**src/rtl/nle_pkg.sv**
```systemverilog
package nle_pkg;

  localparam int OPD_W     = 8;
  localparam int OUT_W     = 8;
  localparam int Z_FRAC    = 4;
  localparam int SIG_KNEE  = 4 << Z_FRAC;
  localparam int OUT_MAX   = (1 << OUT_W) - 1;
  localparam int SIG_MID   = 1 << (OUT_W - 1);
  localparam int SIG_SLOPE = SIG_MID / SIG_KNEE;

  typedef enum logic [2:0] {
    ST_IDLE,
    ST_LOAD,
    ST_COMPUTE,
    ST_SERIAL,
    ST_ACT,
    ST_DONE
  } nle_state_e;

  typedef enum logic {
    ACT_RELU = 1'b0,
    ACT_SIGM = 1'b1
  } nle_act_e;

  function automatic logic signed [OPD_W-1:0] fit_operand(
    input logic [OPD_W-1:0] v,
    input logic [3:0]       wb
  );
    logic [3:0]       sh;
    logic [OPD_W-1:0] t;
    sh = (wb == 4'd0 || int'(wb) > OPD_W) ? 4'd0 : 4'(OPD_W - int'(wb));
    t  = v << sh;
    return $signed(t) >>> sh;
  endfunction

  function automatic logic [OUT_W-1:0] act_map(input int z, input nle_act_e sel);
    int y;
    if (sel == ACT_RELU) begin
      y = (z < 0) ? 0 : ((z > OUT_MAX) ? OUT_MAX : z);
    end else begin
      if (z <= -SIG_KNEE)     y = 0;
      else if (z >= SIG_KNEE) y = OUT_MAX;
      else                    y = SIG_MID + SIG_SLOPE * z;
    end
    return OUT_W'(y);
  endfunction

endpackage

```
**src/rtl/nle_mac_lane.sv**
```systemverilog
module nle_mac_lane
  import nle_pkg::*;
#(
  parameter int ACC_W  = 24,
  parameter int BIAS_W = 16
) (
  input  logic                     clk,
  input  logic                     rst_n,
  input  logic                     preload,
  input  logic signed [BIAS_W-1:0] bias,
  input  logic                     mac_en,
  input  logic [3:0]               opw,
  input  logic [OPD_W-1:0]         x_raw,
  input  logic [OPD_W-1:0]         w_raw,
  output logic signed [ACC_W-1:0]  acc
);

  logic signed [OPD_W-1:0]   x_fit;
  logic signed [OPD_W-1:0]   w_fit;
  logic signed [2*OPD_W-1:0] prod;
  logic signed [ACC_W:0]     sum_ext;

  assign x_fit   = fit_operand(x_raw, opw);
  assign w_fit   = fit_operand(w_raw, opw);
  assign prod    = x_fit * w_fit;
  assign sum_ext = (ACC_W+1)'(acc) + (ACC_W+1)'(prod);

  always_ff @(posedge clk or negedge rst_n) begin
    if (!rst_n)       acc <= '0;
    else if (preload) acc <= ACC_W'(bias);
    else if (mac_en)  acc <= sum_ext[ACC_W-1:0];
  end

  AST_NO_OVERFLOW: assert property (@(posedge clk) disable iff (!rst_n)
    mac_en |-> (sum_ext[ACC_W] == sum_ext[ACC_W-1]));

endmodule

```
**src/rtl/nle_piso.sv**
```systemverilog
module nle_piso #(
  parameter int N = 8,
  parameter int W = 24
) (
  input  logic         clk,
  input  logic         rst_n,
  input  logic         load,
  input  logic         shift,
  input  logic [N*W-1:0] din,
  output logic [W-1:0] head
);

  logic [W-1:0] slot [N];

  generate
    for (genvar i = 0; i < N; i++) begin : g_slot
      always_ff @(posedge clk or negedge rst_n) begin
        if (!rst_n)     slot[i] <= '0;
        else if (load)  slot[i] <= din[i*W +: W];
        else if (shift) slot[i] <= (i == N-1) ? '0 : slot[(i+1) % N];
      end
    end
  endgenerate

  assign head = slot[0];

endmodule

```
**src/rtl/nle_act.sv**
```systemverilog
module nle_act
  import nle_pkg::*;
#(
  parameter int ACC_W = 24,
  parameter int SHIFT = 4
) (
  input  logic signed [ACC_W-1:0] sum_in,
  input  nle_act_e                sel,
  output logic [OUT_W-1:0]        y
);

  logic signed [ACC_W-1:0] z_scaled;

  assign z_scaled = sum_in >>> SHIFT;
  assign y        = act_map(int'(z_scaled), sel);

endmodule

```
**src/rtl/nle_ctrl.sv**
```systemverilog
module nle_ctrl
  import nle_pkg::*;
#(
  parameter  int N     = 8,
  localparam int IDX_W = $clog2(N),
  localparam int CNT_W = $clog2(N+1)
) (
  input  logic             clk,
  input  logic             rst_n,
  input  logic             start,
  input  logic [CNT_W-1:0] units,
  output nle_state_e       state,
  output logic             load_cfg,
  output logic             mac_en,
  output logic [IDX_W-1:0] step_idx,
  output logic             piso_load,
  output logic             piso_shift,
  output logic             beat_en,
  output logic [IDX_W-1:0] beat_idx,
  output logic             busy,
  output logic             done
);

  logic [CNT_W-1:0] cnt;
  logic             last_step;
  logic             last_beat;

  assign last_step = (cnt == CNT_W'(N-1));
  assign last_beat = (({1'b0, cnt} + (CNT_W+1)'(1)) >= {1'b0, units});

  always_ff @(posedge clk or negedge rst_n) begin
    if (!rst_n) begin
      state <= ST_IDLE;
      cnt   <= '0;
    end else begin
      unique case (state)
        ST_IDLE: begin
          cnt <= '0;
          if (start) state <= ST_LOAD;
        end
        ST_LOAD: begin
          cnt   <= '0;
          state <= ST_COMPUTE;
        end
        ST_COMPUTE: begin
          if (last_step) begin
            cnt   <= '0;
            state <= ST_SERIAL;
          end else begin
            cnt <= cnt + 1'b1;
          end
        end
        ST_SERIAL: begin
          cnt   <= '0;
          state <= ST_ACT;
        end
        ST_ACT: begin
          cnt <= cnt + 1'b1;
          if (last_beat) state <= ST_DONE;
        end
        ST_DONE: state <= ST_IDLE;
        default: state <= ST_IDLE;
      endcase
    end
  end

  assign load_cfg   = (state == ST_LOAD);
  assign mac_en     = (state == ST_COMPUTE);
  assign step_idx   = cnt[IDX_W-1:0];
  assign piso_load  = (state == ST_SERIAL);
  assign piso_shift = (state == ST_ACT);
  assign beat_en    = (state == ST_ACT) && (cnt < units);
  assign beat_idx   = cnt[IDX_W-1:0];
  assign busy       = (state != ST_IDLE);
  assign done       = (state == ST_DONE);

  AST_LOAD_FROM_IDLE: assert property (@(posedge clk) disable iff (!rst_n)
    (state == ST_LOAD) |-> ($past(state) == ST_IDLE && $past(start)));

  AST_FEED_ORDER: assert property (@(posedge clk) disable iff (!rst_n)
    (mac_en && $past(mac_en)) |-> (step_idx == $past(step_idx) + 1'b1));

  AST_DONE_PULSE: assert property (@(posedge clk) disable iff (!rst_n)
    done |=> (!done && state == ST_IDLE));

endmodule

```
**src/rtl/nle_engine.sv**
```systemverilog
module nle_engine
  import nle_pkg::*;
#(
  parameter  int N      = 8,
  parameter  int ACC_W  = 24,
  parameter  int BIAS_W = 16,
  parameter  int SHIFT  = 4,
  localparam int IDX_W  = $clog2(N),
  localparam int CNT_W  = $clog2(N+1)
) (
  input  logic                clk,
  input  logic                rst_n,
  input  logic                start,
  input  logic [CNT_W-1:0]    cfg_units,
  input  logic [3:0]          cfg_opw,
  input  logic                cfg_act,
  input  logic [N*BIAS_W-1:0] cfg_bias,
  output logic                feed_valid,
  output logic [IDX_W-1:0]    feed_idx,
  input  logic [OPD_W-1:0]    x_bus,
  input  logic [N*OPD_W-1:0]  w_bus,
  output logic                res_valid,
  output logic [IDX_W-1:0]    res_idx,
  output logic [OUT_W-1:0]    res_data,
  output logic                busy,
  output logic                done
);

  nle_state_e       state;
  logic             load_cfg;
  logic             mac_en;
  logic             piso_load;
  logic             piso_shift;
  logic             beat_en;
  logic [IDX_W-1:0] beat_idx;

  logic [CNT_W-1:0] units_q;
  logic [3:0]       opw_q;
  nle_act_e         act_q;

  logic [N*ACC_W-1:0] acc_flat;
  logic [ACC_W-1:0]   piso_head;
  logic [OUT_W-1:0]   act_y;

  always_ff @(posedge clk or negedge rst_n) begin
    if (!rst_n) begin
      units_q <= '0;
      opw_q   <= '0;
      act_q   <= ACT_RELU;
    end else if (load_cfg) begin
      units_q <= (cfg_units > CNT_W'(N)) ? CNT_W'(N) : cfg_units;
      opw_q   <= cfg_opw;
      act_q   <= nle_act_e'(cfg_act);
    end
  end

  nle_ctrl #(.N(N)) u_ctrl (
    .clk        (clk),
    .rst_n      (rst_n),
    .start      (start),
    .units      (units_q),
    .state      (state),
    .load_cfg   (load_cfg),
    .mac_en     (mac_en),
    .step_idx   (feed_idx),
    .piso_load  (piso_load),
    .piso_shift (piso_shift),
    .beat_en    (beat_en),
    .beat_idx   (beat_idx),
    .busy       (busy),
    .done       (done)
  );

  assign feed_valid = mac_en;

  generate
    for (genvar l = 0; l < N; l++) begin : g_lane
      logic signed [ACC_W-1:0] lane_acc;
      nle_mac_lane #(.ACC_W(ACC_W), .BIAS_W(BIAS_W)) u_lane (
        .clk     (clk),
        .rst_n   (rst_n),
        .preload (load_cfg),
        .bias    ($signed(cfg_bias[l*BIAS_W +: BIAS_W])),
        .mac_en  (mac_en),
        .opw     (opw_q),
        .x_raw   (x_bus),
        .w_raw   (w_bus[l*OPD_W +: OPD_W]),
        .acc     (lane_acc)
      );
      assign acc_flat[l*ACC_W +: ACC_W] = lane_acc;
    end
  endgenerate

  nle_piso #(.N(N), .W(ACC_W)) u_piso (
    .clk   (clk),
    .rst_n (rst_n),
    .load  (piso_load),
    .shift (piso_shift),
    .din   (acc_flat),
    .head  (piso_head)
  );

  nle_act #(.ACC_W(ACC_W), .SHIFT(SHIFT)) u_act (
    .sum_in ($signed(piso_head)),
    .sel    (act_q),
    .y      (act_y)
  );

  always_ff @(posedge clk or negedge rst_n) begin
    if (!rst_n) begin
      res_valid <= 1'b0;
      res_idx   <= '0;
      res_data  <= '0;
    end else begin
      res_valid <= beat_en;
      if (beat_en) begin
        res_idx  <= beat_idx;
        res_data <= act_y;
      end
    end
  end

  AST_BEAT_MASK: assert property (@(posedge clk) disable iff (!rst_n)
    res_valid |-> ({1'b0, res_idx} < (IDX_W+1)'(units_q)));

  AST_BEAT_ORDER: assert property (@(posedge clk) disable iff (!rst_n)
    (res_valid && $past(res_valid)) |-> (res_idx == $past(res_idx) + 1'b1));

  AST_DONE_IDLE_START: assert property (@(posedge clk) disable iff (!rst_n)
    (busy && start) |=> !load_cfg);

endmodule

```
**config.mk**
```make
export PLATFORM = sky130hd
export DESIGN_NAME = nle_engine
export DESIGN_NICKNAME = d
export VERILOG_FILES = /design/src/rtl/nle_pkg.sv /design/src/rtl/nle_mac_lane.sv /design/src/rtl/nle_piso.sv /design/src/rtl/nle_act.sv /design/src/rtl/nle_ctrl.sv /design/src/rtl/nle_engine.sv
export SDC_FILE = /design/constraint.sdc
export NUM_CORES = 2
export LEC_CHECK = 0
export BUFFER_PORTS_ARGS = -buffer_cell sky130_fd_sc_hd__buf_2
export CELL_PAD_IN_SITES_DETAIL_PLACEMENT = 1
export CELL_PAD_IN_SITES_GLOBAL_PLACEMENT = 2
export CORE_MARGIN = 5
export CORE_UTILIZATION = 25
export DETAILED_ROUTE_END_ITERATION = 7
export GPL_TIMING_DRIVEN = 0
export PLACE_DENSITY_LB_ADDON = 0.1
export SETUP_SLACK_MARGIN = 0.4
export SYNTH_ARGS = -nofsm -noshare
export SYNTH_HDL_FRONTEND = slang
export SYNTH_HIERARCHICAL = 1
export SYNTH_SLANG_ARGS = --single-unit
```
**constraint.sdc**
```tcl
create_clock -name clk -period 9.3 [get_ports clk]
set_input_delay 0.465 -clock clk [delete_from_list [all_inputs] [get_ports clk]]
set_output_delay 0.465 -clock clk [all_outputs]
set_load 0.1 [all_outputs]
```
# Word-level counts from Yosys, hierarchy flattened
# Cells that the tools add are included.
# Widths: inputs -> output; s select.
[classes]
n_addsub = 12
n_mul = 8
magnitude_cmp = 8
eq_ne = 9
n_shift = 18
n_mux = 45
n_reduce_logical = 10
[ops]
columns = ["op", "n"]
rows = [
  ["$mux 24", 32],
  ["$add 24x16->24", 8],
  ["$mul 8x8->16", 8],
  ["$shl 8x4->8", 9],
  ["$sshr 8x4->8", 9],
  ["$mux 8", 5],
  ["$ge 20x8->1 const B", 1],
  ["$gt 20x9->1 const B", 1],
  ["$le 20x7->1 const B", 1],
  ["$lt 20x1->1 const B", 1],
  ["$pmux 3 s5", 1],
  ["$mux 4", 3],
  ["$pmux 4 s3", 1],
  ["$mux 3", 3],
  ["$add 8x8->8 const A", 1],
  ["$gt 4x4->1 const B", 2],
  ["$eq 3x2->1 const B", 2],
  ["$eq 3x3->1 const B", 2],
  ["$reduce_bool 3->1", 2],
  ["$add 4x1->5 const B", 1],
  ["$ge 5x4->1", 1],
  ["$add 4x1->4 const B", 1],
  ["$eq 4x3->1 const B", 1],
  ["$logic_not 4->1", 1],
  ["other kinds (11)", 13],
]
[totals]
ff_bits = 412
in_bits = 212
output_inout_bits = 18
wordCells = 134

# Longest topological paths before layout
[logic_depth]
word_depth = 9
ltp_mapped = 32
depth_no_buf = 27

# Modules after synthesis
# The synthesis kept the hierarchy.
[by_module_without_submodules]
columns = ["module", "n_inst", "cells_per_inst", "area_per_inst_um2"]
rows = [
  ["nle_mac_lane (g_lane[3].u_lane ...)", 2, 704, 6382.4],
  ["nle_mac_lane (g_lane[0].u_lane ...)", 2, 649, 6048.3],
  ["nle_piso", 1, 852, 8877.3],
  ["nle_mac_lane (g_lane[2].u_lane)", 1, 693, 6252.2],
  ["nle_mac_lane (g_lane[5].u_lane)", 1, 695, 6212.2],
  ["nle_mac_lane (g_lane[6].u_lane)", 1, 668, 6170.9],
  ["nle_mac_lane (g_lane[7].u_lane)", 1, 666, 6170.9],
  ["nle_engine", 1, 49, 840.8],
  ["nle_ctrl", 1, 71, 639.4],
  ["nle_act", 1, 42, 276.5],
]

# Least setup slack after synthesis
# Ideal clock, no wire load.
[synth_timing]
kind = "register to register"
start = "register opw_q[1]"
end = "register g_lane[6].u_lane.acc[22]"
setup_time_ns = 0.131
arrival_time_ns = 8.409
t_required_ns = 9.169
setup_slack_ns = 0.760
path_stages_with_launch = 26
period_less_slack_ns = 8.540
path_cell_list = "dfrtp_1 > inv_1 > ha_1 > nor2b_2 > buf_6 > mux2_4 > buf_6 > mux2i_1 > mux2_2 > a21o_1 > o32a_1 > buf_2 > nor2b_1 > fa_1 > fa_1 > fa_1 > fa_1 > ha_1 > ha_1 > a41o_1 > a221oi_1 > a21boi_0 > o211ai_1 > a221oi_1 > xor2_1 > a21oi_1"
[synth_between]
elab_chain_len = 9
elab_cells_between_ends = 13
classes_between = "2 x add/sub; 1 x mul; 1 x order compare; 4 x shift; 3 x mux; 2 x reduce/logical"
[synth_rtl]
columns = ["item", "line_no", "source"]
rows = [
  ["start: declaration", "nle_engine.sv:38", "logic [3:0] opw_q;"],
  ["start signal: assignment", "nle_engine.sv:52", "opw_q <= cfg_opw;"],
  ["$gt 4x4->1 / $logic_not 4->1 (equally long branches)", "nle_pkg.sv:31", "sh = (wb == 4'd0 || int'(wb) > OPD_W) ? 4'd0 : 4'(OPD_W - int'(wb));"],
  ["$logic_or 1x1->1", "nle_pkg.sv:31", ""],
  ["$mux 4 (*)", "nle_pkg.sv:31", ""],
  ["$shl 8x4->8", "nle_pkg.sv:32", "t = v << sh;"],
  ["$sshr 8x4->8", "nle_pkg.sv:33", "return $signed(t) >>> sh;"],
  ["$mul 8x8->16 (*)", "nle_mac_lane.sv:25", "assign prod = x_fit * w_fit;"],
  ["$add 24x16->24 (*)", "nle_mac_lane.sv:26", "assign sum_ext = (ACC_W+1)'(acc) + (ACC_W+1)'(prod);"],
  ["$mux 24 (*)", "nle_mac_lane.sv:31", "else if (mac_en) acc <= sum_ext[ACC_W-1:0];"],
  ["$mux 24 (*)", "nle_mac_lane.sv:30", "else if (preload) acc <= ACC_W'(bias);"],
  ["end signal: assignment", "nle_mac_lane.sv:30", ""],
  ["end signal: assignment", "nle_mac_lane.sv:31", ""],
  ["end: declaration", "nle_mac_lane.sv:15", "output logic signed [ACC_W-1:0] acc"],
]
# Every way passes the cells marked *; elsewhere a longest branch is shown, timed or not. The select of a mux whose other input is x is not followed.
# A chain may end at the register's enable or synchronous reset.

# Final worst setup path
[layout_timing]
start = "register opw_q[0]"
end = "register g_lane[4].u_lane.acc[23]"
[layout_between]
elab_chain_len = 9
elab_cells_between_ends = 13
classes_between = "2 x add/sub; 1 x mul; 1 x order compare; 4 x shift; 3 x mux; 2 x reduce/logical"
[layout_rtl]
columns = ["item", "line_no"]
rows = [
  ["$gt 4x4->1 / $logic_not 4->1 (equally long branches)", "nle_pkg.sv:31"],
  ["$logic_or 1x1->1", "nle_pkg.sv:31"],
  ["$mux 4 (*)", "nle_pkg.sv:31"],
  ["$shl 8x4->8", "nle_pkg.sv:32"],
  ["$sshr 8x4->8", "nle_pkg.sv:33"],
  ["$mul 8x8->16 (*)", "nle_mac_lane.sv:25"],
  ["$add 24x16->24 (*)", "nle_mac_lane.sv:26"],
  ["$mux 24 (*)", "nle_mac_lane.sv:31"],
  ["$mux 24 (*)", "nle_mac_lane.sv:30"],
  ["end signal: assignment", "nle_mac_lane.sv:30"],
  ["end signal: assignment", "nle_mac_lane.sv:31"],
  ["end: declaration", "nle_mac_lane.sv:15"],
]
# Marks and branches as above.

==> reports/results.ini <==
[setup_path]
worstPathRequired_ns=9.86
crit_fanout=12
critPathTopFamily=adder cells
r2r_start=opw_q[0]
cp.depth=26
regToRegSetupSlack_ns=0.70
crit_path_end_kind=flip-flop
crit_slowest_cell=fa_2
crit_path_frequent_cell=fa_1
critPathCapture=g_lane[4].u_lane/acc[23]
crit_start=opw_q[0]
reg2reg_depth=26
path_buf_inv=5
startpoint_type=flip-flop
r2r_end=g_lane[4].u_lane/acc[23]
max_stage_delay_ns=0.72
cp_data_arrival_time_ns=9.16
worstSetupPathType=reg -> reg

[sta]
slew_viol_final=0
fin_skew_ns=0.03905
rsz0062_at_grt=no
setup_ws_ns=0.7022
worstMarginPinSlew_ns=1.421
max_slew_margin=0.05255
hold_viol_final=0
period_share=0.9245
finalCriticalPeriod_ns=8.598
fmax_mhz=116.3
finalSetupViolCount=0
setup_tns_ns=0

[drt]
antenna_left=0
met3_length_um=8305
first_pass_iters=5
wl_per_cell_um=21.97
wl_met1_um=106300
top_layer=met5
routed_wl_um=219600
routed_via_density=4.754
wl_met2_um=101400
drt-initial-drc-count=2418
drc_errors=0
via_count=47520

[floorplanning]
row_count=178
initial_core_util=0.2509
ios=230
dieArea_um2=245300
coreArea_um2=234700
die_h_um=495.3
die_w_um=495.3

[layout]
drive_above_1_share=0.1342
area_growth_pct=17.39
finalNetCount=8278
final_core_util=0.2945
design_area_um2=69120

[global_routing]
antenna_found_initial=23
grt_pass1_wl_um=337400
overflow=0
gr-usage-all-layers=0.1788
grt_start_max_net_pins=96
grt_pass1_vias=52610

[job]
cap_violations=0

[yosys]
avgSynthCellArea_um2=9.332
yosysWarnings=6
netlist_area_um2=58890
synth_cells=6310
syn_nets=7803

[clocking]
clock-sinks=380
clk_latency_ns=0.71
cts.htree.levels=2
cts-root-buf=clkbuf_16
clk_pin_slew_ns=0.06
clock_path_buffers=3
numCtsBuffers=58
cts_tree=done

[worst_hold_path]
hp-class=in -> reg
holdCritStartpoint=cfg_bias[1]

[placement]
place.gp.congestion=0.8025
preCtsSetupSlack_ns=-0.4473
place_area_um2=64630
dp_hpwl_um=180200
portBuffers=229

[outcome]
outcome=completed

how the worst min path moves through the flow:
stage               slack [ns]  cells past startpoint                      end
floorplan                 0.17                      0                    act_q
global placement          0.50                      1               res_idx[1]
detailed placement        0.28                      1  g_lane[6].u_lane/acc[1]
CTS                      0.003                      2                 opw_q[0]
global route              0.01                      2                 opw_q[2]
finish                    0.06                      3  g_lane[0].u_lane/acc[1]
area by class of cell:
cell class | count | area [µm²]
well taps | 3150 | 3941
clock inverters | 25 | 344.1
diodes | 15 | 37.54
repair buffers | 414 | 3203
clock buffers | 81 | 1728
flip-flops and latches | 380 | 9519
plain buffers | 253 | 1424
multi-input cells | 4813 | 45650
inverters | 865 | 3281
fillers | 27070 | 165600
flip-flops by register name, summed over array words and instances (netlist names):
register	cells
u_ctrl/cnt	4
res_idx	3
units_q	4
g_lane.u_lane/acc	192
u_ctrl/state	3
res_data	8
opw_q	4
res_valid	1
u_piso/head	20
u_piso/slot	140
act_q	1
cells in the final DEF (no fill, tap or decap), types with 164 or more instances in the layout:
master,n
o21ai_1,164
o21ai_0,350
nand2_1,476
nor2_1,379
fa_1,832
inv_1,855
dfrtp_1,376
ha_1,439
mux2i_1,296
a21oi_1,250
buf_2,279
through the flow:
stage / std cells / hold WS, ns
final: 9996 / 0.05826
after global routing: 9982 / 0.01041
after CTS: 9917 / 0.002786
after detailed placement: 9718 / 0.2772
after global placement: 9689 / 0.4970
after floorplan: 6310 / 0.1694
worst reg2reg max path, stage by stage (launching register included):
cell and delay [ns]:
dfrtp_4 0.60, buf_12 0.21, clkbuf_4 0.31, inv_1 0.09
ha_2 0.23, nor2b_1 0.18, buf_6 0.18, mux2i_4 0.31
mux4_2 0.57, and2_1 0.22, or3_4 0.42, a21oi_4 0.32
or3_1 0.19, fa_1 0.56, fa_2 0.72, clkinvlp_4 0.22
fa_1 0.56, fa_1 0.42, ha_1 0.29, ha_1 0.32
and2_1 0.20, a21o_1 0.24, a221o_1 0.31, a21o_1 0.18
a31oi_1 0.17, xnor2_1 0.12, a221o_1 0.31
metal layers:
layer / up-vias / global-route usage
met2: 620 / 0.2892
met3: 149 / 0.02464
met1: 24510 / 0.2568
met5: - / 0
met4: 10 / 0.03169
li1: 22240 / -
timing repair:
| action | in CTS | in global routing |
|---|---|---|
| pin swaps | 8 | 26 |
| setup buffers | 12 | 63 |
| hold buffers | 81 | 0 |
| resized for setup | 59 | 154 |
| cloned | 0 | 1 |
| setup endpoints to repair | 75 | 84 |
| endpoints found under the hold margin | 182 | 0 |
Power is not shown: default switching activity piles up to over one toggle a cycle in this logic, so the estimate is an artifact.
